### src/rtl/brk_pkg.sv
package brk_pkg;
  typedef enum logic [1:0] {
    SEL_AHI  = 2'd0,
    SEL_ALO  = 2'd1,
    SEL_CTL  = 2'd2,
    SEL_NONE = 2'd3
  } brk_sel_e;

  localparam int CTL_EN_BIT  = 7;
  localparam int CTL_ACT_BIT = 6;
endpackage

### src/rtl/brk_rst_sync.sv
module brk_rst_sync #(
  parameter int STAGES = 2
) (
  input  logic clk,
  input  logic arst_n,
  output logic srst_n
);
  logic [STAGES-1:0] sync_q;

  always_ff @(posedge clk or negedge arst_n) begin
    if (!arst_n) sync_q <= '0;
    else         sync_q <= {sync_q[STAGES-2:0], 1'b1};
  end

  assign srst_n = sync_q[STAGES-1];
endmodule

### src/rtl/brk_regs.sv
module brk_regs
  import brk_pkg::*;
#(
  parameter int DATA_W = 8,
  localparam int ADDR_W = 2 * DATA_W
) (
  input  logic              clk,
  input  logic              rst_n,
  input  logic              wr,
  input  logic [1:0]        sel,
  input  logic [DATA_W-1:0] wdata,
  input  logic              active,
  output logic [ADDR_W-1:0] brk_addr,
  output logic              enable,
  output logic [DATA_W-1:0] rdata,
  output logic              sw_set,
  output logic              sw_clr
);
  brk_sel_e          sel_e;
  logic [DATA_W-1:0] ahi_q, ahi_d, alo_q, alo_d;
  logic              en_q, en_d;
  logic              ahi_ce, alo_ce, ctl_ce;

  assign sel_e  = brk_sel_e'(sel);
  assign ahi_ce = wr && (sel_e == SEL_AHI);
  assign alo_ce = wr && (sel_e == SEL_ALO);
  assign ctl_ce = wr && (sel_e == SEL_CTL);

  always_comb begin
    ahi_d = ahi_q;
    alo_d = alo_q;
    en_d  = en_q;
    if (ahi_ce) ahi_d = wdata;
    if (alo_ce) alo_d = wdata;
    if (ctl_ce) en_d  = wdata[CTL_EN_BIT];
  end

  always_ff @(posedge clk or negedge rst_n) begin
    if (!rst_n) begin
      ahi_q <= '0;
      alo_q <= '0;
      en_q  <= 1'b0;
    end else begin
      ahi_q <= ahi_d;
      alo_q <= alo_d;
      en_q  <= en_d;
    end
  end

  assign sw_set   = ctl_ce &&  wdata[CTL_ACT_BIT];
  assign sw_clr   = ctl_ce && !wdata[CTL_ACT_BIT];
  assign brk_addr = {ahi_q, alo_q};
  assign enable   = en_q;

  always_comb begin
    rdata = '0;
    unique case (sel_e)
      SEL_AHI: rdata = ahi_q;
      SEL_ALO: rdata = alo_q;
      SEL_CTL: begin
        rdata[CTL_EN_BIT]  = en_q;
        rdata[CTL_ACT_BIT] = active;
      end
      SEL_NONE: rdata = '0;
    endcase
  end

  AST_AHI_WRITE: assert property (@(posedge clk) disable iff (!rst_n)
    ahi_ce |=> (brk_addr[ADDR_W-1:DATA_W] == $past(wdata)));
  AST_CTL_EN_WRITE: assert property (@(posedge clk) disable iff (!rst_n)
    ctl_ce |=> (enable == $past(wdata[CTL_EN_BIT])));
endmodule

### src/rtl/brk_match.sv
module brk_match #(
  parameter int ADDR_W = 16
) (
  input  logic [ADDR_W-1:0] addr,
  input  logic              addr_vld,
  input  logic [ADDR_W-1:0] brk_addr,
  input  logic              enable,
  output logic              hit
);
  assign hit = enable && addr_vld && (addr == brk_addr);
endmodule

### src/rtl/brk_state.sv
module brk_state (
  input  logic clk,
  input  logic rst_n,
  input  logic addr_hit,
  input  logic sw_set,
  input  logic sw_clr,
  input  logic rti,
  output logic active,
  output logic pulse
);
  logic req, act_q, act_d, pulse_q, pulse_d;

  assign req = addr_hit || sw_set;

  always_comb begin
    pulse_d = req && !act_q;
    act_d   = act_q;
    if (req)                 act_d = 1'b1;
    else if (rti || sw_clr)  act_d = 1'b0;
  end

  always_ff @(posedge clk or negedge rst_n) begin
    if (!rst_n) begin
      act_q   <= 1'b0;
      pulse_q <= 1'b0;
    end else begin
      act_q   <= act_d;
      pulse_q <= pulse_d;
    end
  end

  assign active = act_q;
  assign pulse  = pulse_q;

  AST_PULSE_ONE_CYCLE: assert property (@(posedge clk) disable iff (!rst_n)
    pulse |=> !pulse);
  AST_PULSE_WITH_ACTIVE: assert property (@(posedge clk) disable iff (!rst_n)
    pulse |-> active);
  AST_CLEAR_WORKS: assert property (@(posedge clk) disable iff (!rst_n)
    ((rti || sw_clr) && !req) |=> !active);
  AST_REQ_WINS: assert property (@(posedge clk) disable iff (!rst_n)
    req |=> active);
  AST_NO_SPURIOUS_SET: assert property (@(posedge clk) disable iff (!rst_n)
    (!active && !req) |=> !active);
endmodule

### src/rtl/brk_ctrl.sv
module brk_ctrl
  import brk_pkg::*;
#(
  parameter int          DATA_W  = 8,
  parameter logic [15:0] NRM_VEC = 16'hFFFC,
  parameter logic [15:0] MON_VEC = 16'hFEFC
) (
  input  logic        clk,
  input  logic        rst_n,
  input  logic [15:0] cpu_addr,
  input  logic        cpu_addr_vld,
  input  logic        cpu_rti,
  input  logic        monitor_mode,
  input  logic [1:0]  reg_sel,
  input  logic        reg_wr,
  input  logic [7:0]  reg_wdata,
  output logic [7:0]  reg_rdata,
  output logic        bkpt_pulse,
  output logic [15:0] vector_addr,
  output logic        wdog_hold
);
  localparam int ADDR_W = 2 * DATA_W;

  logic              srst_n;
  logic [ADDR_W-1:0] brk_addr;
  logic              enable, sw_set, sw_clr, hit, active;

  brk_rst_sync #(.STAGES(2)) u_rst (
    .clk    (clk),
    .arst_n (rst_n),
    .srst_n (srst_n)
  );

  brk_regs #(.DATA_W(DATA_W)) u_regs (
    .clk      (clk),
    .rst_n    (srst_n),
    .wr       (reg_wr),
    .sel      (reg_sel),
    .wdata    (reg_wdata),
    .active   (active),
    .brk_addr (brk_addr),
    .enable   (enable),
    .rdata    (reg_rdata),
    .sw_set   (sw_set),
    .sw_clr   (sw_clr)
  );

  brk_match #(.ADDR_W(ADDR_W)) u_match (
    .addr     (cpu_addr),
    .addr_vld (cpu_addr_vld),
    .brk_addr (brk_addr),
    .enable   (enable),
    .hit      (hit)
  );

  brk_state u_state (
    .clk      (clk),
    .rst_n    (srst_n),
    .addr_hit (hit),
    .sw_set   (sw_set),
    .sw_clr   (sw_clr),
    .rti      (cpu_rti),
    .active   (active),
    .pulse    (bkpt_pulse)
  );

  assign vector_addr = monitor_mode ? MON_VEC : NRM_VEC;
  assign wdog_hold   = active;

  AST_ACTIVE_RISE_PULSES: assert property (@(posedge clk) disable iff (!srst_n)
    $rose(wdog_hold) |-> bkpt_pulse);
  AST_VEC_LEGAL: assert property (@(posedge clk) disable iff (!srst_n)
    (vector_addr == NRM_VEC) || (vector_addr == MON_VEC));
endmodule

### config.mk
export PLATFORM = sky130hd
export DESIGN_NAME = brk_ctrl
export DESIGN_NICKNAME = d
export VERILOG_FILES = /design/src/rtl/brk_pkg.sv /design/src/rtl/brk_rst_sync.sv /design/src/rtl/brk_regs.sv /design/src/rtl/brk_match.sv /design/src/rtl/brk_state.sv /design/src/rtl/brk_ctrl.sv
export SDC_FILE = /design/constraint.sdc
export NUM_CORES = 1
export LEC_CHECK = 0
export BUFFER_PORTS_ARGS = -buffer_cell sky130_fd_sc_hd__buf_2
export CORE_UTILIZATION = 36
export DETAILED_ROUTE_END_ITERATION = 10
export RECOVER_POWER = 50
export SLEW_MARGIN = 20
export SYNTH_ARGS = -nofsm -noshare
export SYNTH_HDL_FRONTEND = slang
export SYNTH_HIERARCHICAL = 1
export SYNTH_SLANG_ARGS = --single-unit
### constraint.sdc
create_clock -name clk -period 1.4 [get_ports clk]
set_clock_uncertainty 0.1 [all_clocks]
set_input_delay 0.42 -clock clk [delete_from_list [all_inputs] [get_ports clk]]
set_output_delay 0.42 -clock clk [all_outputs]
set_load 0.03 [all_outputs]
# Yosys cells after proc, flatten, opt, wreduce, memory -nomap -nowiden
# Cells that the tools add are included.
# word_totals
regBits	21
in_bits	32
out_inout_bits	26
word_cells	29
# classes
eq_ne	4
n_mux	5
n_reduce_logical	14
# ops
cell	n
$eq 16x16->1	1
$pmux 6 s2	1
$mux 9	1
$logic_and 1x1->1	8
$pmux 2 s4	1
$eq 2x2->1 const B	2
$eq 2x1->1 const B	1
$logic_not 1->1	2
$logic_not 2->1	1
$logic_or 1x1->1	2
$mux 1	2
$reduce_bool 2->1	1

# Longest topological paths before layout
# logic_depth
depth_word	6
ltp_mapped	6
mapped_depth_nobuf	6

# Cells and area by module
# The synthesis kept the hierarchy.
# modules_own_cells
module	instances	cells_per_inst	area_each_um2	seq_area_each_um2
brk_regs	1	58	808.3	425.4
brk_match	1	22	183.9	0.0
brk_ctrl	1	18	123.9	0.0
brk_state	1	6	68.8	50.0
brk_rst_sync	1	3	53.8	50.0

# Worst setup path before layout
# OpenSTA, ideal clock, no wires.
# synth_timing
path_type	input port to output port
startpoint	in reg_sel[0]
endpoint	out reg_rdata[6]
arrival_time_ns	1.163
required_ns	0.880
path_slack_ns	-0.283
path_stages	3
path_buffers	1
path_cell_list	buf_6 > mux2i_1 > o2bb2ai_1
# synth_between
elab_chain_len	2
word_cells_on_any_way	5
classes_between	3 x eq/ne; 1 x mux; 1 x reduce/logical
# synth_rtl
element	line	text
start: declaration	brk_ctrl.sv:14	input logic [1:0] reg_sel,
$eq 2x2->1 (tied with other cells)	brk_regs.sv:57	unique case (sel_e)
$pmux 2 s4 *	brk_regs.sv:57	
end: declaration	brk_ctrl.sv:17	output logic [7:0] reg_rdata,
# Every way passes the cells marked *; elsewhere a longest branch is shown, timed or not.

# Final worst setup path
# layout_timing
startpoint	reg u_regs.ahi_q[6]
endpoint	reg u_state.pulse_q (netlist: u_state/pulse)
# layout_between
elab_chain_len	4
# layout_rtl
element	line	text
start: declaration	brk_regs.sv:20	logic [DATA_W-1:0] ahi_q, ahi_d, alo_q, alo_d;
start signal: assignment	brk_regs.sv:44	ahi_q <= ahi_d;
$eq 16x16->1	brk_match.sv:10	assign hit = enable && addr_vld && (addr == brk_addr);
$logic_and 1x1->1	brk_match.sv:10	
net hit	brk_ctrl.sv:26	logic enable, sw_set, sw_clr, hit, active;
$logic_or 1x1->1	brk_state.sv:13	assign req = addr_hit || sw_set;
$logic_and 1x1->1	brk_state.sv:16	pulse_d = req && !act_q;
net u_state.pulse_d	brk_state.sv:11	logic req, act_q, act_d, pulse_q, pulse_d;
end signal: assignment	brk_state.sv:28	pulse_q <= pulse_d;
end: declaration	brk_state.sv:11	
# The timed path passes the listed nets, and every way through them passes these cells.
# A chain may end at the register's enable or synchronous reset.

==> key figures <==
Synth
  • Async SR Flop Fraction: 100%
  • Count of cell types in the netlist: 23
  • Synth Area in Simple Gates: 10.9%
  • Yosys top cell area share: 42.4%
  • Post-synth top area cell: dfrtp_1
  • Post-synth EDFFs: 0
  • Average cell area after synthesis: 11.6 um2
  • Post-synthesis sequential area ratio: 42.4%
  • Synth area leaders: dfrtp_1 (42%), mux2_2 (15%), xnor2_1 (9.2%)
  • Commonest cells in the synthesized netlist: dfrtp_1 (21), mux2_2 (17), buf_4 (15)
  • Combinational family with the most area after synthesis: multiplexers
  • Xor/xnor share of the synthesized area: 11.3%
  • Synth Area in Compound Gates: 1.82%
  • Adder-cell area share of the yosys netlist: 0%
  • Post-Synthesis Cells: 107
  • Yosys reg bits: 21
  • Mux contribution to synthesized area: 21.9%
  • Predominant post-synthesis flop cell: dfrtp_1
  • Yosys Warn Count: 6
  • Mapped cell area: 1240 um2
  • Most frequent cell after synthesis: dfrtp_1

Placed design
  • DP Wirelength: 2130 um
  • Worst slack, placed: -0.441 ns
  • PortBufs: 42
  • DP Area: 1640 um2
  • RePlAce Congestion: 0.779

CTS
  • CTS Buffer Depth: 2
  • Num CTS Buffers: 3
  • Sink Count: 21
  • Clock slew at reported path FFs: 0.12 ns
  • TritonCTS clock tree: yes
  • Root buf cell: clkbuf_4
  • Skew-Pair Late Insertion Delay: 0.30 ns
  • Htree depth: 1

Final layout
  • Final design utilization: 59.3%
  • Nets@finish: 210
  • Share of cells above drive strength 1: 63.3%
  • Final Cell Area: 1870 um2
  • FILL cells: 280
  • Ant diodes: 0
  • Synthesis-to-layout area growth: 51.0%

Timing
  • Final Hold Vio Count: 0
  • Slew Limit Fails: 0
  • # setup viols final: 11
  • Period utilization: 125%
  • Final WS setup: -0.347 ns
  • RSZ-0062 raised after global routing: yes
  • Min Tclk post-route: 1.75 ns
  • Setup_tns: -3.20 ns
  • Max Freq: 572 MHz
  • Hold Slack: 0.197 ns

Setup path
  • CP max stage delay: 0.50 ns
  • Most frequent CP cell: nor2_1
  • Critical path capture point type: register
  • WP data arrival: 1.89 ns
  • Critical path required time: 1.54 ns
  • Crit path max-delay cell type: or4_4
  • Crit-path max FO: 2
  • Worst setup startpoint: u_regs/ahi_q[6]
  • Reg-to-Reg Start: u_regs/ahi_q[6]
  • Startpoint types: register
  • Critical path cell sequence: buf_6 -> xnor2_2 -> nand4_1 -> or4_4 -> nor4_4 -> nor2_1 -> nor2_1
  • Crit Path Class: reg2reg

Status
  • Status: complete, but fails checks
  • Failing checks: setup timing

Floorplan
  • Initial Util: 39.3%
  • IO Count: 58
  • Die X: 60.7 um
  • CORE AREA: 3150 um2
  • DIE AREA: 3680 um2
  • Site Rows: 20
  • Die height: 60.7 um

Detailed routing
  • Drt initial violations: 6
  • Drt wl/cell: 12.3 um
  • Residual DRC: 0
  • Vias: 971
  • Routed WL: 2730 um
  • ANT nets after route: 0
  • Via density: 4.39
  • DR pass1 iterations: 3

GRT
  • Total grt overflow: 0
  • Total global-route track usage: 15.7%
  • First-pass GRT wire length: 4170 um
  • Largest net degree at the start of global routing: 20
  • Vias in the first global route: 969
  • Initial antenna violation count: 0

Power and ir drop
  • Worst VDD drop: 0.570 mV
  • Switching Fraction: 33.7%
  • Power Density: 1040 nW/um2
  • Leakage Power: 0.894 nW
  • Clock network power share: 15.0%
  • P_sw: 0.653 mW
  • Internal power: 1.28 mW
  • Comb pwr share: 44.5%
  • Part of the power in registers: 40.5%

Run
  • Max-cap violations: 0

Hold path
  • Worst min path class: reg2async
## logic make-up after synthesis
logic type	after synthesis
AO/OA/AOI/OAI	3
XOR/XNOR	16
buffers and inverters	18
flip-flops	21
multiplexers	25
other	3
AND/OR/NAND/NOR	21
## final timing paths
path | end | slack [ns] | cells past startpoint
max | u_state/pulse | -0.35 | 7
min | u_regs/ahi_q[4] | 0.20 | 1
max reg2reg | u_state/pulse | -0.35 | 7
min reg2reg | u_regs/ahi_q[4] | 0.20 | 1
max in group asynchronous | u_regs/alo_q[0] | 0.67 | 1
min in group clk | u_regs/alo_q[4] | 0.26 | 2
## critical path, delay by kind of cell, from the launching register on
kind	cells	cell delay [ns]
simple gates	5	0.92
flops	1	0.41
xor+xnor	1	0.15
buf+inv	1	0.12
## through the flow
step	power, mW	std cells
detailed placement	1.48	211
floorplan	1.25	120
global route	2.05	221
finish	1.94	221
global placement	1.46	211
CTS	1.91	221
## power by group through the flow
stage          clock network [mW]  registers [mW]  logic, mW
2_1_floorplan                   0           0.801      0.444
3_3_place_gp                    0           0.787      0.677
3_5_place_dp                    0           0.794      0.686
4_1_cts                     0.306           0.781      0.819
5_1_grt                     0.331           0.797      0.923
6_report                    0.290           0.786      0.862
## state kept, by name (all words and copies together) (netlist names)
| name | cells |
|---|---|
| u_state/pulse | 1 |
| u_regs/enable | 1 |
| u_regs/ahi_q | 8 |
| u_state/active | 1 |
| u_rst/sync_q | 2 |
| u_regs/alo_q | 8 |
## timing repair
item,4_1_cts,5_1_grt
hold endpoints to repair,2,0
cloned,0,0
pin swaps,2,5
buffers inserted,5,0
gates resized for setup,28,12
hold buffers,1,0
setup endpoints to repair,11,12
## layout by cell type (no fill, tap or decap), types with 3 or more instances in the layout
master,n
xnor2_1,9
xnor2_2,4
buf_4,19
clkbuf_4,3
buf_6,18
buf_2,31
nand4_1,3
nor2_2,6
conb_1,16
dfrtp_1,21
mux2i_2,3
nor2_1,3
mux2_2,17
xor2_1,3
mux2i_1,4
## per-layer routing
metal,share of wire (%),track usage [%],vias to the layer above
li1,-,-,477
met1,45,20.2,452
met2,49,27.6,40
met3,5.6,1.92,2
met4,0.51,4.87,0
met5,0,0,-
## area by class of cell
type / count / area, um2 / share of cell area, %
clock buffer: 3 / 22.5 / 1.20
clock inverter: 1 / 5.00 / 0.268
inverter: 1 / 3.75 / 0.201
multi-input combinational: 81 / 743 / 39.7
sequential: 21 / 526 / 28.1
tap: 44 / 55.1 / 2.94
timing repair buffer: 70 / 515 / 27.6
(Power assumes the default switching activity.)
